<file path="src/rtl/frac_ref_pkg.sv">
package frac_ref_pkg;
  typedef enum logic [1:0] {
    OP_WRITE = 2'd0,
    OP_SET   = 2'd1,
    OP_CLR   = 2'd2,
    OP_TOG   = 2'd3
  } bus_op_e;
endpackage

</file>
<file path="src/rtl/frac_ref_regs.sv">
module frac_ref_regs
  import frac_ref_pkg::*;
#(
  parameter int N_OUT    = 4,
  parameter int FRAC_W   = 6,
  parameter int FRAC_RST = 18,
  localparam int LANE_W  = FRAC_W + 2,
  localparam int DATA_W  = N_OUT * LANE_W
) (
  input  logic              clk_i,
  input  logic              rst_ni,
  input  logic              wr_en_i,
  input  logic [1:0]        addr_i,
  input  logic [DATA_W-1:0] wdata_i,
  output logic [DATA_W-1:0] word_o
);
  function automatic logic [DATA_W-1:0] lane_mask();
    logic [DATA_W-1:0] m;
    m = '0;
    for (int i = 0; i < N_OUT; i++) begin
      m[i*LANE_W +: FRAC_W]  = '1;
      m[i*LANE_W + LANE_W-1] = 1'b1;
    end
    return m;
  endfunction

  function automatic logic [DATA_W-1:0] reset_word();
    logic [DATA_W-1:0] w;
    w = '0;
    for (int i = 0; i < N_OUT; i++) begin
      w[i*LANE_W +: FRAC_W]  = FRAC_W'(FRAC_RST);
      w[i*LANE_W + LANE_W-1] = 1'b1;
    end
    return w;
  endfunction

  localparam logic [DATA_W-1:0] MASK    = lane_mask();
  localparam logic [DATA_W-1:0] RST_VAL = reset_word();

  logic [DATA_W-1:0] word_q, word_d;

  always_comb begin
    word_d = word_q;
    if (wr_en_i) begin
      unique case (bus_op_e'(addr_i))
        OP_WRITE: word_d = wdata_i;
        OP_SET:   word_d = word_q | wdata_i;
        OP_CLR:   word_d = word_q & ~wdata_i;
        OP_TOG:   word_d = word_q ^ wdata_i;
        default:  word_d = word_q;
      endcase
    end
  end

  always_ff @(posedge clk_i or negedge rst_ni) begin
    if (!rst_ni) word_q <= RST_VAL;
    else         word_q <= word_d & MASK;
  end

  assign word_o = word_q;
endmodule

</file>
<file path="src/rtl/frac_ref_lane.sv">
module frac_ref_lane #(
  parameter int FRAC_W   = 6,
  parameter int MUL      = 18,
  parameter int FRAC_MIN = 18,
  parameter int FRAC_MAX = 35,
  localparam int ACC_W   = FRAC_W + 1
) (
  input  logic              clk_i,
  input  logic              rst_ni,
  input  logic [FRAC_W-1:0] frac_i,
  input  logic              gate_i,
  output logic              en_o,
  output logic              err_o
);
  localparam logic [FRAC_W-1:0] LO  = FRAC_W'(FRAC_MIN);
  localparam logic [FRAC_W-1:0] HI  = FRAC_W'(FRAC_MAX);
  localparam logic [ACC_W-1:0]  INC = ACC_W'(MUL);

  logic [ACC_W-1:0]  acc_q, sum;
  logic [FRAC_W-1:0] act_q, eff;
  logic              fresh_q, en_q, run, hit;

  assign err_o = (frac_i < LO) || (frac_i > HI);
  assign run   = !gate_i && !err_o;
  // the first step after a start uses the programmed value directly
  assign eff   = fresh_q ? frac_i : act_q;
  assign sum   = acc_q + INC;
  assign hit   = sum >= {1'b0, eff};

  always_ff @(posedge clk_i or negedge rst_ni) begin
    if (!rst_ni) begin
      acc_q   <= '0;
      act_q   <= LO;
      fresh_q <= 1'b1;
      en_q    <= 1'b0;
    end else if (!run) begin
      acc_q   <= '0;
      fresh_q <= 1'b1;
      en_q    <= 1'b0;
    end else begin
      fresh_q <= 1'b0;
      en_q    <= hit;
      acc_q   <= hit ? sum - {1'b0, eff} : sum;
      if (hit || fresh_q) act_q <= frac_i;
    end
  end

  assign en_o = en_q;
endmodule

</file>
<file path="src/rtl/frac_ref_gen.sv">
module frac_ref_gen #(
  parameter int N_OUT    = 4,
  parameter int FRAC_W   = 6,
  parameter int MUL      = 18,
  parameter int FRAC_MIN = 18,
  parameter int FRAC_MAX = 35,
  localparam int LANE_W  = FRAC_W + 2,
  localparam int DATA_W  = N_OUT * LANE_W
) (
  input  logic              clk_i,
  input  logic              rst_ni,
  input  logic              wr_en_i,
  input  logic [1:0]        addr_i,
  input  logic [DATA_W-1:0] wdata_i,
  output logic [DATA_W-1:0] rdata_o,
  output logic [N_OUT-1:0]  clk_en_o,
  output logic [N_OUT-1:0]  frac_err_o
);
  logic [DATA_W-1:0] word;

  frac_ref_regs #(
    .N_OUT(N_OUT), .FRAC_W(FRAC_W), .FRAC_RST(FRAC_MIN)
  ) u_regs (
    .clk_i(clk_i), .rst_ni(rst_ni), .wr_en_i(wr_en_i),
    .addr_i(addr_i), .wdata_i(wdata_i), .word_o(word)
  );

  for (genvar g = 0; g < N_OUT; g++) begin : g_lane
    frac_ref_lane #(
      .FRAC_W(FRAC_W), .MUL(MUL), .FRAC_MIN(FRAC_MIN), .FRAC_MAX(FRAC_MAX)
    ) u_lane (
      .clk_i (clk_i),
      .rst_ni(rst_ni),
      .frac_i(word[g*LANE_W +: FRAC_W]),
      .gate_i(word[g*LANE_W + LANE_W-1]),
      .en_o  (clk_en_o[g]),
      .err_o (frac_err_o[g])
    );
  end

  assign rdata_o = word;
endmodule

</file>
<file path="config.mk">
export PLATFORM = sky130hd
export DESIGN_NAME = frac_ref_gen
export DESIGN_NICKNAME = d
export VERILOG_FILES = /design/src/rtl/frac_ref_pkg.sv /design/src/rtl/frac_ref_regs.sv /design/src/rtl/frac_ref_lane.sv /design/src/rtl/frac_ref_gen.sv
export SDC_FILE = /design/constraint.sdc
export NUM_CORES = 1
export LEC_CHECK = 0
export BUFFER_PORTS_ARGS = -buffer_cell sky130_fd_sc_hd__buf_4
export CAP_MARGIN = 0
export CORE_MARGIN = 5
export CORE_UTILIZATION = 28
export CTS_CLUSTER_DIAMETER = 60
export DETAILED_ROUTE_END_ITERATION = 16
export PLACE_DENSITY = 0.49
export SETUP_SLACK_MARGIN = 0.15
export SYNTH_ARGS = -nofsm -noshare
export SYNTH_HDL_FRONTEND = slang
export SYNTH_HIERARCHICAL = 1
export SYNTH_SLANG_ARGS = --single-unit
export TNS_END_PERCENT = 50
</file>
<file path="constraint.sdc">
create_clock -name clk_i -period 3.6 [get_ports clk_i]
set_clock_uncertainty 0.1 [all_clocks]
set_input_delay 0.36 -clock clk_i [delete_from_list [all_inputs] [get_ports clk_i]]
set_output_delay 0.36 -clock clk_i [all_outputs]
set_load 0.02 [all_outputs]
</file>
* Word-level counts from Yosys, hierarchy flattened
Index checks and enable logic that the tools add are counted.
Cells by class: equality and inequality tests 3, reduce and logical (&&, ||, !) cells 25, $add $sub $neg 8, bitwise gates (word level) 4, mux-type cells 21, $lt $le $gt $ge 12
Operators with widths (count):
- 32-bit one-hot mux with 4 select lines | 1
- 7-bit two-way mux | 8
- 32-bit bitwise AND | 1
- 32-bit NOT | 1
- 32-bit bitwise OR | 1
- 32-bit bitwise XOR | 1
- 7-bit by 5-bit adder with 7-bit output, second input constant | 4
- 7-bit by 6-bit >= comparator with 1-bit output | 4
- 7-bit by 6-bit subtractor with 7-bit output | 4
- 6-bit > comparator, second input constant | 4
- 6-bit by 5-bit less-than comparator with 1-bit output, second input constant | 4
- 6-bit two-way mux | 4
- 1-bit logical NOT | 8
- 1-bit logical OR | 8
- 1-bit two-way mux | 8
- 2-bit AND reduction | 4
- 2-bit == test, second input constant | 2
- 1-bit logical AND | 4
- 2-bit by 1-bit == test with 1-bit output, second input constant | 1
- 2-bit logical NOT | 1
Storage, ports and cells: logic and storage cells 90, register bits 88, output and inout bits 40

* Longest topological paths before layout
depth in word-level cells 5, depth in mapped cells 10

* Cells and area by module
Netlist, hierarchy kept.
Modules (own cells, without submodules):
- frac_ref_lane | area an instance 1051.0 µm², sequential area each 379.1 µm², cells each 99, instances 4
- frac_ref_regs | area an instance 2700.1 µm², sequential area each 715.7 µm², cells each 303, instances 1

* Worst setup path before layout
OpenSTA, ideal clock, no wires.
path type register to register, start point reg g_lane[1].u_lane.fresh_q, end point reg g_lane[1].u_lane.act_q[0], stages on the path, launching flop included 11, setup time 0.125 ns, clock period less this slack 2.827 ns, arrival 2.602 ns, data required time 3.375 ns, setup slack 0.773 ns, path through dfstp_2 -> buf_4 -> mux2i_1 -> ha_1 -> nor2b_1 -> o31a_1 -> o31a_1 -> buf_6 -> o31a_1 -> buf_6 -> mux2_4
On the way: longest elaborated chain between the ends 4
RTL lines:
- start, declared | line frac_ref_lane.sv:21 | logic fresh_q, en_q, run, hit;
- start signal, assigned | line frac_ref_lane.sv:34 | fresh_q <= 1'b1;
- start signal, assigned | line frac_ref_lane.sv:38 | fresh_q <= 1'b1;
- start signal, assigned | line frac_ref_lane.sv:41 | fresh_q <= 1'b0;
- 6-bit two-way mux | line frac_ref_lane.sv:26 | assign eff = fresh_q ? frac_i : act_q;
- 7-bit by 6-bit >= comparator with 1-bit output | line frac_ref_lane.sv:28 | assign hit = sum >= {1'b0, eff};
- 1-bit logical OR (*) | line frac_ref_lane.sv:44 | if (hit || fresh_q) act_q <= frac_i;
- 2-bit AND reduction (no source line) (*)
- end signal, assigned | line frac_ref_lane.sv:44
- end, declared | line frac_ref_lane.sv:20 | logic [FRAC_W-1:0] act_q, eff;
Every way passes the cells marked *; elsewhere a longest branch is shown, timed or not. A chain may end at the register's enable or synchronous reset.

* Worst setup path after layout
start point reg g_lane[3].u_lane.fresh_q, end point reg g_lane[3].u_lane.act_q[0]
On the way: longest elaborated chain between the ends 4
RTL lines (line):
- start, declared | frac_ref_lane.sv:21
- start signal, assigned | frac_ref_lane.sv:34
- start signal, assigned | frac_ref_lane.sv:38
- start signal, assigned | frac_ref_lane.sv:41
- 6-bit two-way mux | frac_ref_lane.sv:26
- 7-bit by 6-bit >= comparator with 1-bit output | frac_ref_lane.sv:28
- 1-bit logical OR (*) | frac_ref_lane.sv:44
- 2-bit AND reduction (no source line) (*)
- end signal, assigned | frac_ref_lane.sv:44
- end, declared | frac_ref_lane.sv:20
Marked as above.

==> summary.md <==
| Metric | Value |
|---|---|
| Flop2flop setup slack | 520 ps |
| Tmin final | 3080 ps |
| Clock power share | 16.2% |
| Worst Path Max Fanout | 9 |
| Design Power | 5320 uW |
| Initial DRC Count | 177 |
| Kind of critical path | register to register |
| Combinational share of power | 53.6% |
| Mapped Area | 6900 um2 |
| Final setup fails | 0 |
| Net Sw Frac | 41.3% |
| Final instance area | 7900 um2 |
| CP endpoint kind | register |
| R2r endpoint | g_lane[3].u_lane/act_q[0] |
| Buffers on Ports | 68 |
| Critical path arrival | 3210 ps |
| TNS Setup | 0 ps |
| Final worst slack | 519 ps |
| Remaining global-route overflow | 0 |
| Post-synth EDFFs | 0 |
| GP Congestion | 0.825 |
| Max cap viols | 0 |
| Relative slew margins | 32.5% |
| Clk sink count | 88 |
| Worst-Margin Slew | 1010 ps |
| FF-to-FF path depth | 7 |
| Reg power frac | 30.2% |
| Post-CTS resize count | 0 |
| Slew Viols, Final | 0 |
| Main synth FF type | dfrtp_1 |
| Number of CTS-inserted buffers | 9 |
| IO Count | 77 |
| Antenna-violating nets left | 0 |
| Layout fillers | 2522 |
| Reg2reg start | g_lane[3].u_lane/fresh_q |
| Vias in the first global route | 5244 |
| Worst vdd ir | 264 uV |
| Die width | 167 um |
| Hold-critical path depth | 4 |
| GRT Util Overall | 11.7% |
| Final Hold Vio Count | 0 |
| Core footprint | 24300 um2 |
| DP HPWL | 11500 um |
| Status | completed |
| Psw | 2200 uW |
| Hold Path Class | primary input to register |
| Fmax | 0.325 GHz |
| DR DRC count | 0 |
| Worst-Skew Late Latency | 350 ps |
| Post-Synthesis Cells | 699 |
| Startpoint Class | register |
| Async S/R FF share, synth | 100% |
| DIE AREA | 27900 um2 |
| CTS tree | yes |
| Deepest clock path buffer count | 2 |
| First-pass detailed-route iteration total | 4 |
| Vias | 5135 |
| DR vias/cell | 4.74 |
| Largest net degree at the start of global routing | 85 |
| Period utilisation layout | 85.6% |
| P_leak | 0.00382 uW |
| NumNets Final | 879 |
| Layout Utilization | 32.5% |
| Initial antenna violation count | 0 |
| Global-route wire length before repair | 27000 um |
| RSZ-0062 raised after global routing | false |
| Seq/Total Area, Yosys | 32.3% |
| Internal power | 3130 uW |
| Starting density of the core | 28.4% |
| Library cells used by synthesis | 44 |
| Pwr per Cell Area | 674 nW/um2 |
| Placement Rows | 57 |
| Routed len/inst | 14.5 um |
| Hold Path Origin | wdata_i[25] |
| Area growth syn-to-layout | 14.4% |
| Hold Path End | u_regs/word_o[25] |
| Worst-path clk slew | 60 ps |
| YS warnings | 6 |
| Placed standard-cell area | 7630 um2 |
| Die Y | 167 um |
| Worst Path Required | 3730 ps |
| Clk Tree Root Cell | clkbuf_16 |
| Share of cells above drive strength 1 | 20.7% |
| Pre-CTS setup slack | 549 ps |
| Synth Area per Inst | 9.88 um2 |
| FF+latch count, synth | 88 |
| H-tree Lvls | 3 |
| Final wirelength | 15700 um |
| Antenna diodes | 0 |
-- power groups by stage --
stage	sequential, uW	combinational (uW)	clock [uW]
after floorplan	1590	2290	0
after global placement	1620	2840	0
after detailed placement	1620	2840	0
after CTS	1610	2860	912
after global routing	1660	3220	946
final	1610	2850	863
-- flip-flops by register name, summed over array words and instances, names as in the netlist --
| register | count |
|---|---|
| g_lane.u_lane/fresh_q | 4 |
| g_lane.u_lane/act_q | 24 |
| u_regs/word_o | 28 |
| g_lane.u_lane/acc_q | 28 |
| g_lane.u_lane/en_o | 4 |
-- area by class of cell --
| type | count | area [um2] | share of cell area, % |
|---|---|---|---|
| clock buffer | 15 | 258 | 3.26 |
| multi-input combinational | 498 | 4130 | 52.3 |
| inverter | 84 | 315 | 3.99 |
| timing repair buffer | 73 | 551 | 6.97 |
| tap | 324 | 405 | 5.13 |
| clock inverter | 1 | 5.00 | 0.0634 |
| sequential | 88 | 2230 | 28.3 |
-- cell usage after synthesis, types with 9 or more instances --
cell,number,area (um2)
a21oi_1,44,220
a31oi_1,16,100
buf_4,10,75.1
buf_6,9,101
dfrtp_1,64,1600
dfstp_2,24,631
ha_1,84,1050
inv_1,84,315
mux2_4,20,300
mux2i_1,60,601
nand2_1,17,63.8
nor2_1,44,165
o21ai_0,24,120
o221ai_1,28,245
o31a_1,12,105
or2_0,17,106
or2_2,10,62.6
or3_1,12,75.1
xnor2_1,12,105
-- worst max-delay path by stage --
stage | slack [ps] | to | depth (start not counted) | start
finish | 520 | g_lane[3].u_lane/act_q[0] | 7 | g_lane[3].u_lane/fresh_q
detailed placement | 550 | g_lane[3].u_lane/act_q[0] | 7 | g_lane[3].u_lane/fresh_q
floorplan | 770 | g_lane[1].u_lane/act_q[0] | 10 | g_lane[1].u_lane/fresh_q
global placement | 560 | g_lane[3].u_lane/act_q[3] | 7 | g_lane[3].u_lane/fresh_q
CTS | 530 | g_lane[3].u_lane/act_q[0] | 7 | g_lane[3].u_lane/fresh_q
global route | 400 | g_lane[2].u_lane/act_q[3] | 7 | g_lane[2].u_lane/fresh_q
-- cell families (layout without fill, tap and decap cells) --
| kind of cell | count (synthesis) | count (layout) | share of synthesized area [%] |
|---|---|---|---|
| AO/OA/AOI/OAI | 160 | 160 | 16.0 |
| XOR/XNOR | 20 | 20 | 2.54 |
| adder cells (fa/ha/maj) | 88 | 88 | 16.4 |
| buffers and inverters | 116 | 173 | 7.96 |
| flip-flops | 88 | 88 | 32.3 |
| multiplexers | 84 | 84 | 13.7 |
| other | 1 | 4 | 0.0543 |
| AND/OR/NAND/NOR | 142 | 142 | 11.0 |
-- stage by stage --
stage,hold slack (ps),instances
3_5_place_dp,284,1066
6_report,340,1083
3_3_place_gp,288,1066
2_1_floorplan,-35.6,702
5_1_grt,347,1083
4_1_cts,322,1083
-- what timing repair did --
item                                   in CTS  in global routing
hold buffers                                1                  0
endpoints found under the hold margin      28                  0
setup buffers                               0                  0
-- per-layer routing --
layer  vias up  track usage, %  part of all wire (%)
met1      2466            15.6                    49
met5         -               0                     0
met4         0            2.95                   1.2
met2        74            19.3                    47
li1       2585               -                     -
met3        10            2.35                   3.1
-- critical path, cell delays in order, from the launching register on --
cell,delay (ps)
dfstp_2,640
mux2i_1,360
ha_1,300
nor2b_1,140
o31a_1,280
o31a_1,380
o31a_1,430
mux2_4,340
-- layout by cell type, fill, tap and decap left out, types with 16 or more instances in the layout --
cell,count
a21oi_1,44
inv_1,84
mux2i_1,60
ha_1,84
o21ai_0,24
nor2_1,44
dfstp_2,24
or2_0,17
a31oi_1,16
buf_4,72
dfrtp_1,64
o221ai_1,28
nand2_1,17
mux2_4,20
No activity file was read; power rests on OpenSTA's default activity.
